--- src/rtl/dma_pkg.sv ---
// Shared types for the DMA engine: transfer sequencer states and register offsets.
package dma_pkg;

    typedef enum logic [3:0] {
        ST_IDLE,    // bus released, waiting for an accepted request
        ST_REQ,     // hold raised, waiting for grant
        ST_RSET,    // read address setup
        ST_RSTB,    // read strobe
        ST_RHLD,    // read address hold
        ST_WSET,    // write address/data setup
        ST_WSTB,    // write strobe
        ST_WHLD,    // write address/data hold
        ST_REL      // drivers off, hold still high
    } dma_st_e;

    localparam logic [1:0] OFS_MEM  = 2'd0;
    localparam logic [1:0] OFS_PER  = 2'd1;
    localparam logic [1:0] OFS_CNT  = 2'd2;
    localparam logic [1:0] OFS_CTRL = 2'd3;

endpackage

--- src/rtl/dma_regs.sv ---
// Channel register file and transfer counters.
// Assumes software does not write while a transfer is in flight; a write in
// the same cycle as a step takes priority over the step result.
module dma_regs #(
    parameter int AW = 16,
    parameter int CW = 16,
    parameter int RW = 16
) (
    input  logic          clk,
    input  logic          rst_n,
    input  logic          we,
    input  logic [1:0]    ofs,
    input  logic [RW-1:0] wdata,
    input  logic          step,
    output logic [AW-1:0] mem_addr,
    output logic [AW-1:0] per_addr,
    output logic          armed,
    output logic          done
);
    import dma_pkg::*;

    logic [CW-1:0] cnt_q;
    logic          en_q;

    // Counter advance on each finished byte, then software writes.
    always_ff @(posedge clk) begin
        if (!rst_n) begin
            mem_addr <= '0;
            per_addr <= '0;
            cnt_q    <= '0;
            en_q     <= 1'b0;
            done     <= 1'b0;
        end else begin
            if (step) begin
                mem_addr <= mem_addr + AW'(1);
                cnt_q    <= cnt_q - CW'(1);
                if (cnt_q == CW'(1)) begin
                    en_q <= 1'b0;
                    done <= 1'b1;
                end
            end
            if (we) begin
                case (ofs)
                    OFS_MEM:  mem_addr <= wdata[AW-1:0];
                    OFS_PER:  per_addr <= wdata[AW-1:0];
                    OFS_CNT:  cnt_q    <= wdata[CW-1:0];
                    default: begin
                        en_q <= wdata[0];
                        if (wdata[1]) done <= 1'b0;
                    end
                endcase
            end
        end
    end

    // Channel may accept a request only when enabled with bytes left.
    assign armed = en_q && (cnt_q != '0);

endmodule

--- src/rtl/dma_seq.sv ---
// Transfer sequencer: hold/grant handshake and the fixed read-then-write
// strobe pattern. Assumes the grant stays high while hold is high.
module dma_seq (
    input  logic              clk,
    input  logic              rst_n,
    input  logic              dreq,
    input  logic              hlda,
    input  logic              armed,
    output dma_pkg::dma_st_e  st,
    output logic              step
);
    import dma_pkg::*;

    dma_st_e st_nx;

    // Next-state selection.
    always_comb begin
        st_nx = st;
        case (st)
            ST_IDLE: if (dreq && armed && !hlda) st_nx = ST_REQ;
            ST_REQ:  if (hlda) st_nx = ST_RSET;
            ST_RSET: st_nx = ST_RSTB;
            ST_RSTB: st_nx = ST_RHLD;
            ST_RHLD: st_nx = ST_WSET;
            ST_WSET: st_nx = ST_WSTB;
            ST_WSTB: st_nx = ST_WHLD;
            ST_WHLD: st_nx = ST_REL;
            default: st_nx = ST_IDLE;
        endcase
    end

    // State register.
    always_ff @(posedge clk) begin
        if (!rst_n) st <= ST_IDLE;
        else        st <= st_nx;
    end

    // One pulse per byte, on the last write cycle.
    assign step = (st == ST_WHLD);

endmodule

--- src/rtl/dma_bus.sv ---
// Bus-side datapath: decodes sequencer state into hold, output enables,
// strobes and address, and holds the byte captured from the peripheral.
module dma_bus #(
    parameter int AW = 16,
    parameter int DW = 8
) (
    input  logic              clk,
    input  logic              rst_n,
    input  dma_pkg::dma_st_e  st,
    input  logic [AW-1:0]     mem_addr,
    input  logic [AW-1:0]     per_addr,
    input  logic [DW-1:0]     data_i,
    output logic              hold,
    output logic [AW-1:0]     addr_o,
    output logic              addr_oe,
    output logic [DW-1:0]     data_o,
    output logic              data_oe,
    output logic              rd_n,
    output logic              wr_n,
    output logic              strb_oe
);
    import dma_pkg::*;

    logic rd_phase;
    logic wr_phase;

    // Phase decode from the registered state.
    always_comb begin
        rd_phase = (st == ST_RSET) || (st == ST_RSTB) || (st == ST_RHLD);
        wr_phase = (st == ST_WSET) || (st == ST_WSTB) || (st == ST_WHLD);
    end

    // Capture the peripheral byte at the end of the read strobe.
    always_ff @(posedge clk) begin
        if (!rst_n)              data_o <= '0;
        else if (st == ST_RSTB)  data_o <= data_i;
    end

    assign hold    = (st != ST_IDLE);
    assign addr_oe = rd_phase || wr_phase;
    assign strb_oe = rd_phase || wr_phase;
    assign data_oe = wr_phase;
    assign addr_o  = wr_phase ? mem_addr : per_addr;
    assign rd_n    = (st != ST_RSTB);
    assign wr_n    = (st != ST_WSTB);

endmodule

--- src/rtl/dma_xfer_top.sv ---
// Single-channel peripheral-to-memory DMA engine top level.
// Assumes the processor keeps hlda high for as long as hold is high.
module dma_xfer_top #(
    parameter int AW = 16,
    parameter int DW = 8,
    parameter int CW = 16,
    localparam int RW = (AW > CW) ? AW : CW
) (
    input  logic          clk,
    input  logic          rst_n,
    input  logic          reg_we,
    input  logic [1:0]    reg_addr,
    input  logic [RW-1:0] reg_wdata,
    input  logic          dreq,
    output logic          hold,
    input  logic          hlda,
    output logic [AW-1:0] addr_o,
    output logic          addr_oe,
    input  logic [DW-1:0] data_i,
    output logic [DW-1:0] data_o,
    output logic          data_oe,
    output logic          rd_n,
    output logic          wr_n,
    output logic          strb_oe,
    output logic          irq
);
    import dma_pkg::*;

    logic [AW-1:0] mem_addr;
    logic [AW-1:0] per_addr;
    logic          armed;
    logic          step;
    dma_st_e       st;

    dma_regs #(.AW(AW), .CW(CW), .RW(RW)) u_regs (
        .clk(clk), .rst_n(rst_n), .we(reg_we), .ofs(reg_addr),
        .wdata(reg_wdata), .step(step), .mem_addr(mem_addr),
        .per_addr(per_addr), .armed(armed), .done(irq)
    );

    dma_seq u_seq (
        .clk(clk), .rst_n(rst_n), .dreq(dreq), .hlda(hlda),
        .armed(armed), .st(st), .step(step)
    );

    dma_bus #(.AW(AW), .DW(DW)) u_bus (
        .clk(clk), .rst_n(rst_n), .st(st), .mem_addr(mem_addr),
        .per_addr(per_addr), .data_i(data_i), .hold(hold),
        .addr_o(addr_o), .addr_oe(addr_oe), .data_o(data_o),
        .data_oe(data_oe), .rd_n(rd_n), .wr_n(wr_n), .strb_oe(strb_oe)
    );

endmodule

--- config.mk ---
export PLATFORM = sky130hd
export DESIGN_NAME = dma_xfer_top
export DESIGN_NICKNAME = d
export VERILOG_FILES = /design/src/rtl/dma_pkg.sv /design/src/rtl/dma_regs.sv /design/src/rtl/dma_seq.sv /design/src/rtl/dma_bus.sv /design/src/rtl/dma_xfer_top.sv
export SDC_FILE = /design/constraint.sdc
export NUM_CORES = 1
export LEC_CHECK = 0
export BUFFER_PORTS_ARGS = -buffer_cell sky130_fd_sc_hd__buf_2
export CAP_MARGIN = 30
export CORE_ASPECT_RATIO = 0.5
export CORE_MARGIN = 2
export CORE_UTILIZATION = 55
export DETAILED_ROUTE_END_ITERATION = 8
export GPL_TIMING_DRIVEN = 0
export PLACE_DENSITY = 0.79
export RECOVER_POWER = 25
export SKIP_LAST_GASP = 1
export SLEW_MARGIN = 30
export SYNTH_ARGS = -nofsm -noshare
export SYNTH_HDL_FRONTEND = slang
export SYNTH_SLANG_ARGS = --single-unit
--- constraint.sdc ---
create_clock -name clk -period 2.6 [get_ports clk]
set_clock_uncertainty 0.15 [all_clocks]
set_input_delay 0.13 -clock clk [delete_from_list [all_inputs] [get_ports clk]]
set_output_delay 0.13 -clock clk [all_outputs]
set_load 0.05 [all_outputs]
==> results_dict.tcl <==
set metrics [dict create \
    status "complete, no violations" \
    synth_async_sr_flop_share_pct 0 \
    synth_top_area_share_pct 40.7 \
    insertedDiodeCount 0 \
    synth_edf_count 0 \
    switchingPower_uw 590 \
    synth-seq-cells 62 \
    coreArea_mm2 0.00542 \
    combPwrFrac_pct 12.4 \
    drt-vias-per-instance 5.79 \
    synth-seq-area-share_pct 40.7 \
    vias 3203 \
    grt_pass1_vias 3032 \
    grt-ovfl-total 0 \
    syn_nets 407 \
    end_kind "output pin" \
    yosysWarnings 0 \
    cts_tree "yes" \
    start_util_pct 56.3 \
    power.share.sequential_pct 46.8 \
    setup_viol 0 \
    dp_hpwl_um 6010 \
    antenna_found_initial 0 \
    cts_sinks 62 \
    grt.total_usage_pct 29.2 \
    die_y_um 56.7 \
    cp_data_required_time_ns 2.32 \
    synth-main-ff-cell "dfxtp_1" \
    drive_above_1_share_pct 20.8 \
    holdCritPathClass "primary input to flop" \
    crit_path_max_fanout 10 \
    cts_buffer_depth 2 \
    critPathArrivalTime_ns 2.16 \
    io_buffers 61 \
    numCtsBuffers 9 \
    dp_slack_ns 0.208 \
    grt_max_degree 12 \
    wl_per_cell_um 15.4 \
    fin_crit_ns 2.44 \
    place_congestion 0.877 \
    cts_max_level 3 \
    final_common_cell "nand2_1" \
    synthTopCellsByArea "dfxtp_1 41%, nand2_1 7.9%, a21oi_1 6.7%, mux2_2 5.9%, o21ai_0 5.7%" \
    clk_pin_slew_ns 0.07 \
    ios 62 \
    cap_violations 0 \
    layout_common_cells "64 x nand2_1, 62 x dfxtp_1, 49 x buf_2" \
    synthesis.area_mm2 0.00305 \
    placed_cell_area_mm2 0.00345 \
    worst_setup_path_start_kind "flop" \
    power.share.switching_pct 27.0 \
    drv_slew 0 \
    cts_root_buffer "clkbuf_8" \
    max-vdd-ir-drop_uv 310 \
    final_area_mm2 0.00394 \
    syn_area_per_cell_um2 8.18 \
    yosysTopAreaCell "dfxtp_1" \
    finalCritPeriodShare_pct 93.8 \
    postLayoutCoreUtil_pct 72.7 \
    path_class "flop to output pin" \
    finalNetCount 509 \
    drc 0 \
    max_freq_ghz 0.410 \
    fp.dieW_um 109 \
    rows 19 \
    yosysUniqueCellTypes 44 \
    area_growth_pct 29.2 \
    die_area_mm2 0.00619 \
    drt-pass1-iter-count 5 \
    worst_slack_ns 0.161 \
    slew_headroom_pct 60.0 \
    clockPowerShare_pct 40.8 \
    hold_viol_final 0 \
    tightest_slew_ns 0.602 \
    antenna_left 0 \
    hold_ws_ns 0.0725 \
    leakage_nw 1.49 \
    p_int_mw 1.59 \
    powerDensity_mw_per_mm2 554 \
    syn_inst 373 \
    setup_tns_ns 0 \
    drt_iter0_drc 209 \
    grt_pass1_wl_um 14000 \
    rsz0062_at_grt "false" \
    clock_latency_ns 0.34 \
    wl_um 8540 \
]
==> path summary, 6_finish.rpt <==
path,cells past startpoint,endpoint,start,slack (ns)
max reg2reg,5,u_regs.cnt_q[13]$_SDFF_PN0_,u_seq.st[3]$_SDFFE_PN0P_,0.30
max,5,addr_o[14],u_seq.st[0]$_SDFFE_PN0P_,0.16
min reg2reg,2,u_regs.per_addr[3]$_SDFFE_PN0P_,u_regs.per_addr[3]$_SDFFE_PN0P_,0.31
min,5,u_seq.st[0]$_SDFFE_PN0P_,dreq,0.07
==> routing by layer <==
metal  vias up  share of wire (%)  global-route usage, %
met5         -                  0                      0
met2       142                 48                   47.4
met4         0                2.1                   12.5
li1       1530                  -                      -
met3        25                7.4                   6.62
met1      1506                 43                   37.4
==> power groups by stage <==
stage | Clock [mW] | Combinational, mW | Sequential [mW]
floorplan | 0 | 0.157 | 1.03
global placement | 0 | 0.224 | 1.04
detailed placement | 0 | 0.231 | 1.04
CTS | 0.892 | 0.266 | 1.02
global route | 0.944 | 0.296 | 1.03
finish | 0.891 | 0.271 | 1.02
==> worst max-delay path, stage by stage (launching register included) <==
cell and delay, ns:
dfxtp_1 0.50, nor2_1 0.14, nor3b_4 0.29, buf_2 0.31, mux2_2 0.37, buf_2 0.21
==> synthesized netlist by cell type (all sizes together) (2+ instances only) <==
library cell / n
nor3b: 2
o31ai: 5
nand3: 6
nand2b: 2
inv: 10
buf: 4
xor2: 8
clkbuf: 19
ha: 3
nand2: 64
xnor2: 10
nor2: 16
nor3: 7
or4: 8
a211oi: 3
nor4: 4
nand4: 7
or3: 12
a21oi: 41
mux2: 16
o21ai: 35
dfxtp: 62
nand4b: 2
or3b: 2
or2: 3
o211ai: 2
a31oi: 13
==> per-stage QoR <==
step                      std cells  power, mW
after floorplan                 373       1.19
after global routing            553       2.27
final                           553       2.18
after detailed placement        507       1.27
after global placement          507       1.26
after CTS                       553       2.18
==> kinds of logic (layout without fill, tap and decap cells) <==
family	Yosys count	count (layout)	synth area share [%]
compound gates	103	103	18.8
fa+ha+maj	3	3	1.23
flops	62	62	40.7
simple gates	137	137	23.8
mux	16	16	5.91
buf+inv	34	141	4.39
xor+xnor	18	18	5.17
==> layout make-up <==
cell class / count / area [um2]
buffer: 23 / 92.6
inverter: 11 / 41.3
sequential: 62 / 1240
timing repair buffer: 91 / 586
tap: 73 / 91.3
fill: 413 / 1480
clock inverter: 5 / 57.6
multi-input combinational: 277 / 1680
clock buffer: 11 / 151
==> registers in the layout, indices dropped and copies added (netlist names) <==
name and cells:
u_regs.done 1, u_regs.cnt_q 16, u_regs.per_addr 16, u_regs.en_q 1, u_regs.mem_addr 16, u_seq.st 4
u_bus.data_o 8
==> repair_timing <==
| item | in CTS | in global routing |
|---|---|---|
| endpoints found under the setup margin | 9 | 0 |
| setup buffers | 1 | 0 |
| hold endpoints to repair | 47 | 0 |
| hold buffers | 29 | 0 |
| resized for setup | 1 | 0 |
Note: power is estimated with default switching activity, not from simulation.
